`config.mk`:
```
export PLATFORM = sky130hd
export DESIGN_NAME = dst_addr_filter
export DESIGN_NICKNAME = d
export VERILOG_FILES = /design/src/rtl/dafl_pkg.sv /design/src/rtl/dafl_collect.sv /design/src/rtl/dafl_crc_acc.sv /design/src/rtl/dafl_judge.sv /design/src/rtl/dst_addr_filter.sv
export SDC_FILE = /design/constraint.sdc
export NUM_CORES = 1
export LEC_CHECK = 0
export ABC_AREA = 1
export BUFFER_PORTS_ARGS = -buffer_cell sky130_fd_sc_hd__buf_2
export CAP_MARGIN = 40
export CORE_MARGIN = 10
export CORE_UTILIZATION = 58
export DETAILED_ROUTE_END_ITERATION = 8
export PLACE_DENSITY = 0.83
export SLEW_MARGIN = 20
export SYNTH_ARGS = -nofsm -noshare
export SYNTH_HDL_FRONTEND = slang
export SYNTH_SLANG_ARGS = --single-unit
```
`constraint.sdc`:
```
create_clock -name clk -period 3.17 [get_ports clk]
set_input_delay 0.634 -clock clk [delete_from_list [all_inputs] [get_ports clk]]
set_output_delay 0.634 -clock clk [all_outputs]
set_load 0.01 [all_outputs]
```
`src/rtl/dafl_pkg.sv`:
```
// Shared constants and the byte-wise CRC step for the destination filter.
// Assumes bytes are fed LSB first into a left-shifting CRC register.
package dafl_pkg;
    localparam int BYTE_W     = 8;
    localparam int ADDR_BYTES = 6;
    localparam int ADDR_W     = BYTE_W * ADDR_BYTES;
    localparam int CNT_W      = $clog2(ADDR_BYTES + 1);
    localparam int CRC_W      = 32;
    localparam int HASH_IDX_W = 6;
    localparam int HASH_REG_W = 32;
    localparam int HSEL_W     = HASH_IDX_W - 1;
    localparam logic [CRC_W-1:0] CRC_POLY = 32'h04C11DB7;
    localparam logic [CRC_W-1:0] CRC_SEED = '1;

    // One byte of CRC update, data bit 0 first.
    function automatic logic [CRC_W-1:0] crc_step(input logic [CRC_W-1:0] c,
                                                  input logic [BYTE_W-1:0] d);
        logic [CRC_W-1:0] r;
        r = c;
        for (int i = 0; i < BYTE_W; i++) begin
            if (r[CRC_W-1] ^ d[i]) r = (r << 1) ^ CRC_POLY;
            else                   r = r << 1;
        end
        return r;
    endfunction
endpackage

```
`src/rtl/dafl_collect.sv`:
```
// Captures the first ADDR_BYTES bytes after a start-of-frame into an
// address word, byte 0 in the top bits. Assumes sof precedes each frame.
module dafl_collect
    import dafl_pkg::*;
(
    input  logic              clk,
    input  logic              rst_n,
    input  logic              sof,
    input  logic              byte_vld,
    input  logic [BYTE_W-1:0] byte_data,
    output logic              take,
    output logic [ADDR_W-1:0] addr
);
    logic [CNT_W-1:0] cnt_q;

    assign take = byte_vld && !sof && (cnt_q < CNT_W'(ADDR_BYTES));

    // Count the captured bytes, restarting at each frame.
    always_ff @(posedge clk) begin
        if (!rst_n || sof) cnt_q <= '0;
        else if (take)     cnt_q <= cnt_q + 1'b1;
    end

    for (genvar g = 0; g < ADDR_BYTES; g++) begin : g_byte
        logic [BYTE_W-1:0] b_q;
        // Hold address byte g once its slot comes up.
        always_ff @(posedge clk) begin
            if (!rst_n || sof)                     b_q <= '0;
            else if (take && cnt_q == CNT_W'(g))   b_q <= byte_data;
        end
        assign addr[ADDR_W-1-g*BYTE_W -: BYTE_W] = b_q;
    end
endmodule

```
`src/rtl/dafl_crc_acc.sv`:
```
// Running CRC-32 over the captured address bytes; exposes only the hash
// index (top bits, no final inversion). Assumes take marks counted bytes.
module dafl_crc_acc
    import dafl_pkg::*;
(
    input  logic                  clk,
    input  logic                  rst_n,
    input  logic                  sof,
    input  logic                  take,
    input  logic [BYTE_W-1:0]     byte_data,
    output logic [HASH_IDX_W-1:0] hash_idx
);
    logic [CRC_W-1:0] crc_q;

    // Seed at frame start, fold in each counted byte.
    always_ff @(posedge clk) begin
        if (!rst_n || sof) crc_q <= CRC_SEED;
        else if (take)     crc_q <= crc_step(crc_q, byte_data);
    end

    assign hash_idx = crc_q[CRC_W-1 -: HASH_IDX_W];
endmodule

```
`src/rtl/dafl_judge.sv`:
```
// Combinational accept decision from the captured address, hash index,
// station address, hash table and mode bits. Priority: promiscuous,
// station match, broadcast, hash lookup.
module dafl_judge
    import dafl_pkg::*;
(
    input  logic [ADDR_W-1:0]     addr,
    input  logic [HASH_IDX_W-1:0] hash_idx,
    input  logic [ADDR_W-1:0]     station,
    input  logic [HASH_REG_W-1:0] hash_lo,
    input  logic [HASH_REG_W-1:0] hash_hi,
    input  logic                  mode_bcast_rej,
    input  logic                  mode_promisc,
    input  logic                  mode_ia_hash,
    output logic                  accept,
    output logic                  by_hash
);
    logic is_group, is_bcast, is_match, hbit;

    assign is_group = addr[ADDR_W-BYTE_W];
    assign is_bcast = &addr;
    assign is_match = (addr == station);
    assign hbit     = hash_idx[HSEL_W] ? hash_hi[hash_idx[HSEL_W-1:0]]
                                       : hash_lo[hash_idx[HSEL_W-1:0]];

    // Pick the rule that applies and its outcome.
    always_comb begin
        accept  = 1'b0;
        by_hash = 1'b0;
        if (mode_promisc || is_match) begin
            accept = 1'b1;
        end else if (is_bcast) begin
            accept = !mode_bcast_rej;
        end else if (is_group || mode_ia_hash) begin
            accept  = hbit;
            by_hash = hbit;
        end
    end
endmodule

```
`src/rtl/dst_addr_filter.sv`:
```
// Destination address filter top: capture, CRC hash index, decision and
// the registered result. Assumes addr_done comes after the last byte.
module dst_addr_filter
    import dafl_pkg::*;
(
    input  logic                  clk,
    input  logic                  rst_n,
    input  logic                  sof,
    input  logic                  byte_vld,
    input  logic [BYTE_W-1:0]     byte_data,
    input  logic                  addr_done,
    input  logic [31:0]           stn_lo,
    input  logic [15:0]           stn_hi,
    input  logic [HASH_REG_W-1:0] hash_lo,
    input  logic [HASH_REG_W-1:0] hash_hi,
    input  logic                  mode_bcast_rej,
    input  logic                  mode_promisc,
    input  logic                  mode_ia_hash,
    output logic                  dec_valid,
    output logic                  dec_accept,
    output logic                  dec_by_hash
);
    logic                  take;
    logic [ADDR_W-1:0]     addr;
    logic [HASH_IDX_W-1:0] hash_idx;
    logic                  j_accept, j_by_hash;

    dafl_collect u_collect (
        .clk(clk), .rst_n(rst_n), .sof(sof), .byte_vld(byte_vld),
        .byte_data(byte_data), .take(take), .addr(addr)
    );

    dafl_crc_acc u_crc (
        .clk(clk), .rst_n(rst_n), .sof(sof), .take(take),
        .byte_data(byte_data), .hash_idx(hash_idx)
    );

    dafl_judge u_judge (
        .addr(addr), .hash_idx(hash_idx), .station({stn_hi, stn_lo}),
        .hash_lo(hash_lo), .hash_hi(hash_hi),
        .mode_bcast_rej(mode_bcast_rej), .mode_promisc(mode_promisc),
        .mode_ia_hash(mode_ia_hash), .accept(j_accept), .by_hash(j_by_hash)
    );

    // Register the decision on addr_done and hold it until the next frame.
    always_ff @(posedge clk) begin
        if (!rst_n || sof) begin
            dec_valid   <= 1'b0;
            dec_accept  <= 1'b0;
            dec_by_hash <= 1'b0;
        end else begin
            dec_valid <= addr_done;
            if (addr_done) begin
                dec_accept  <= j_accept;
                dec_by_hash <= j_by_hash;
            end
        end
    end
endmodule

```
==> flow_metrics.py <==
metrics = {
    "clock_network": {
        "clock-sinks": 86,
        "max-clock-path-buffers": 2,
        "ctsResizeCount": 0,
        "cts-root-buf": "clkbuf_8",
        "clkTransAtPathRegs_ns": 0.09,
        "cts_htree_levels": 3,
        "cts_setup_buffers": 0,
        "clk_latency_ns": 0.38,
        "cts_tree": "done",
        "cts_hold_buffers": 0,
        "cts_buffers": 9,
    },
    "sta": {
        "setup_viol": 0,
        "max_slew_margin_pct": 55.1,
        "min_period_ns": 2.38,
        "worstMarginPinSlew_ns": 0.672,
        "drv_slew": 0,
        "rsz0062_at_grt": "no",
        "fmax_mhz": 420,
        "fin_setup_tns_ns": 0,
        "skew_ns": 0.0199,
        "hold_viol_final": 0,
        "hold_ws_ns": 0.471,
        "post-route-period-util_pct": 75.1,
    },
    "die": {
        "io_pins": 131,
        "dieArea_um2": 13500,
        "num_rows": 35,
        "core_um2": 9110,
        "start_util_pct": 58.8,
        "die_x_um": 116,
        "die_h_um": 116,
    },
    "cells_and_area": {
        "nets": 1026,
        "num_antenna_cells": 0,
        "final_common_cell": "nand2_1",
        "drive_gt1_share_pct": 19.8,
        "mostFrequentLayoutCells": "nand2_1, buf_2, dfxtp_1",
        "syn2layout_area_growth_pct": 16.4,
        "regArea_um2": 1720,
        "multiInputGateArea_um2": 3210,
        "nFillCells": 784,
    },
    "synthesis": {
        "synthTopCellsByArea": "dfxtp_1, nand2_1, xnor2_1",
        "synthDistinctLibCells": 31,
        "synthAdderAreaFrac_pct": 1.17,
        "avgSynthCellArea_um2": 6.90,
        "synth.net_count": 910,
        "synth_compound_area_share_pct": 15.2,
        "yosys.area.top_type": "dfxtp_1",
        "synth_top_area_share_pct": 32.1,
        "synth.area.mux_share_pct": 0,
        "syn_inst": 777,
        "synth-edff-count": 0,
        "synth-simple-area-share_pct": 26.7,
        "synth-xor-area-share_pct": 16.9,
        "ys_seq_area_share_pct": 32.1,
        "netlist_area_um2": 5360,
        "ys_ff_latch": 86,
        "postSynth.asyncResetShare_pct": 0,
        "yosysWarnings": 0,
        "synth_ff_type": "dfxtp_1",
        "synth_top_family_by_area": "simple AND/OR/NAND/NOR gates",
    },
    "run_status": {
        "status": "complete, no violations",
    },
    "placed_design": {
        "portBuffers": 130,
        "dp_hpwl_mm": 12.1,
        "place_congestion": 0.871,
    },
    "min_path": {
        "hp-start": "dec_by_hash",
        "hp-class": "reg -> reg",
    },
    "detailed_routing": {
        "vias": 5438,
        "drtIter0Drc": 425,
        "viasPerCell": 5.39,
        "drc": 0,
        "ant_nets": 0,
        "first_pass_iters": 5,
        "wirelength_mm": 15.7,
        "routedWlPerCell_um": 15.6,
    },
    "global_route": {
        "grt_pass1_wl_mm": 25.3,
        "grt_pass1_vias": 5360,
        "overflow": 0,
        "globalRouteTotalUtil_pct": 23.0,
        "grt_max_degree": 57,
        "antenna_found_initial": 0,
    },
    "setup_path": {
        "required_ns": 3.47,
        "crit_start": "u_collect.cnt_q[2]",
        "crit_path_max_fanout": 19,
        "critPathBufInv": 2,
        "worstSetupPathType": "reg -> reg",
        "crit_slowest_cell": "clkinv_1",
        "end_kind": "flip-flop",
        "critPathArrivalTime_ns": 2.68,
        "crit_family": "buffers and inverters",
        "crit_path_cell_trace": "inv_1, o21ai_1, nor2_2, clkinv_1, a21oi_1, o21ai_0, o211ai_1",
        "startpoint_type": "flip-flop",
        "timing.rr.start": "u_collect.cnt_q[2]",
        "max_stage_delay_ns": 0.66,
    },
    "power": {
        "p_comb_share_pct": 23.7,
        "peakVddDrop_uv": 454,
        "seq_power_share_pct": 46.7,
        "switching_share_pct": 32.7,
        "clockPowerShare_pct": 29.5,
        "p_switching_uw": 793,
        "p_int_uw": 1640,
        "p_leak_uw": 0.00276,
        "power_density_nw_per_um2": 389,
    },
    "flow_run": {
        "cap_violations": 0,
    },
}
[layer usage]
metal / vias up / routed length, um / track usage [%]
met1: 2497 / 6310 / 26.9
met4: 0 / 238 / 5.92
li1: 2750 / - / -
met5: - / 0 / 0
met2: 167 / 8040 / 41.8
met3: 24 / 1130 / 4.52
[power by group through the flow]
stage	registers, uW	logic, uW	clock network (uW)
2_1_floorplan	1150	392	0
3_3_place_gp	1160	548	0
3_5_place_dp	1160	567	0
4_1_cts	1130	572	723
5_1_grt	1140	642	770
6_report	1130	577	717
[Yosys cell counts (5+ instances only)]
cell type,n
or2_2,6
clkbuf_1,19
inv_1,67
nand4_1,10
nor2_1,34
nand2_1,190
nand3_1,78
xnor2_1,51
xor2_1,40
ha_1,5
dfxtp_1,86
o211ai_1,14
o21ai_0,60
buf_2,9
a21oi_1,77
[state kept, by name (all words and copies together) (netlist names)]
register / cells
dec_valid: 1
u_collect.g_byte.b_q: 48
u_crc.crc_q: 32
dec_by_hash: 1
dec_accept: 1
u_collect.cnt_q: 3
[worst min-delay path, stage by stage (launching register included)]
cell and delay [ns]:
dfxtp_1 0.32, nand2_1 0.06, a21oi_1 0.06
[final cells by class]
cell class              count  share of cell area (%)
multi-input cells         588                    51.5
flip-flops and latches     86                    27.6
repair buffers            137                    11.4
inverters                  71                    4.39
well taps                 111                    2.23
clock buffers               9                    1.99
clock inverters             7                   0.882
[through the flow]
stage                     worst slack (ns)  instances  area, um2  total power (uW)  utilization, %
after floorplan                       1.33        777       5360              1540               -
after global placement               0.710        992       6040              1710            66.4
after detailed placement             0.666        993       6060              1730            66.5
after CTS                            0.831       1009       6240              2430            68.5
after global routing                 0.445       1009       6240              2550            68.5
final                                0.789       1009       6240              2430            68.5
[logic make-up after synthesis]
family,Yosys count
adder cells (fa/ha/maj),5
flip-flops,86
AO/OA/AOI/OAI,154
XOR/XNOR,97
buffers and inverters,103
AND/OR/NAND/NOR,332
[worst paths after layout]
| path | cells past startpoint | slack [ns] | to |
|---|---|---|---|
| worst min register to register | 2 | 0.47 | dec_by_hash |
| worst min-delay path | 2 | 0.47 | dec_by_hash |
| worst max-delay path | 7 | 0.79 | u_crc.crc_q[7] |
| worst max register to register | 7 | 0.79 | u_crc.crc_q[7] |
No activity file was read; power rests on OpenSTA's default activity.
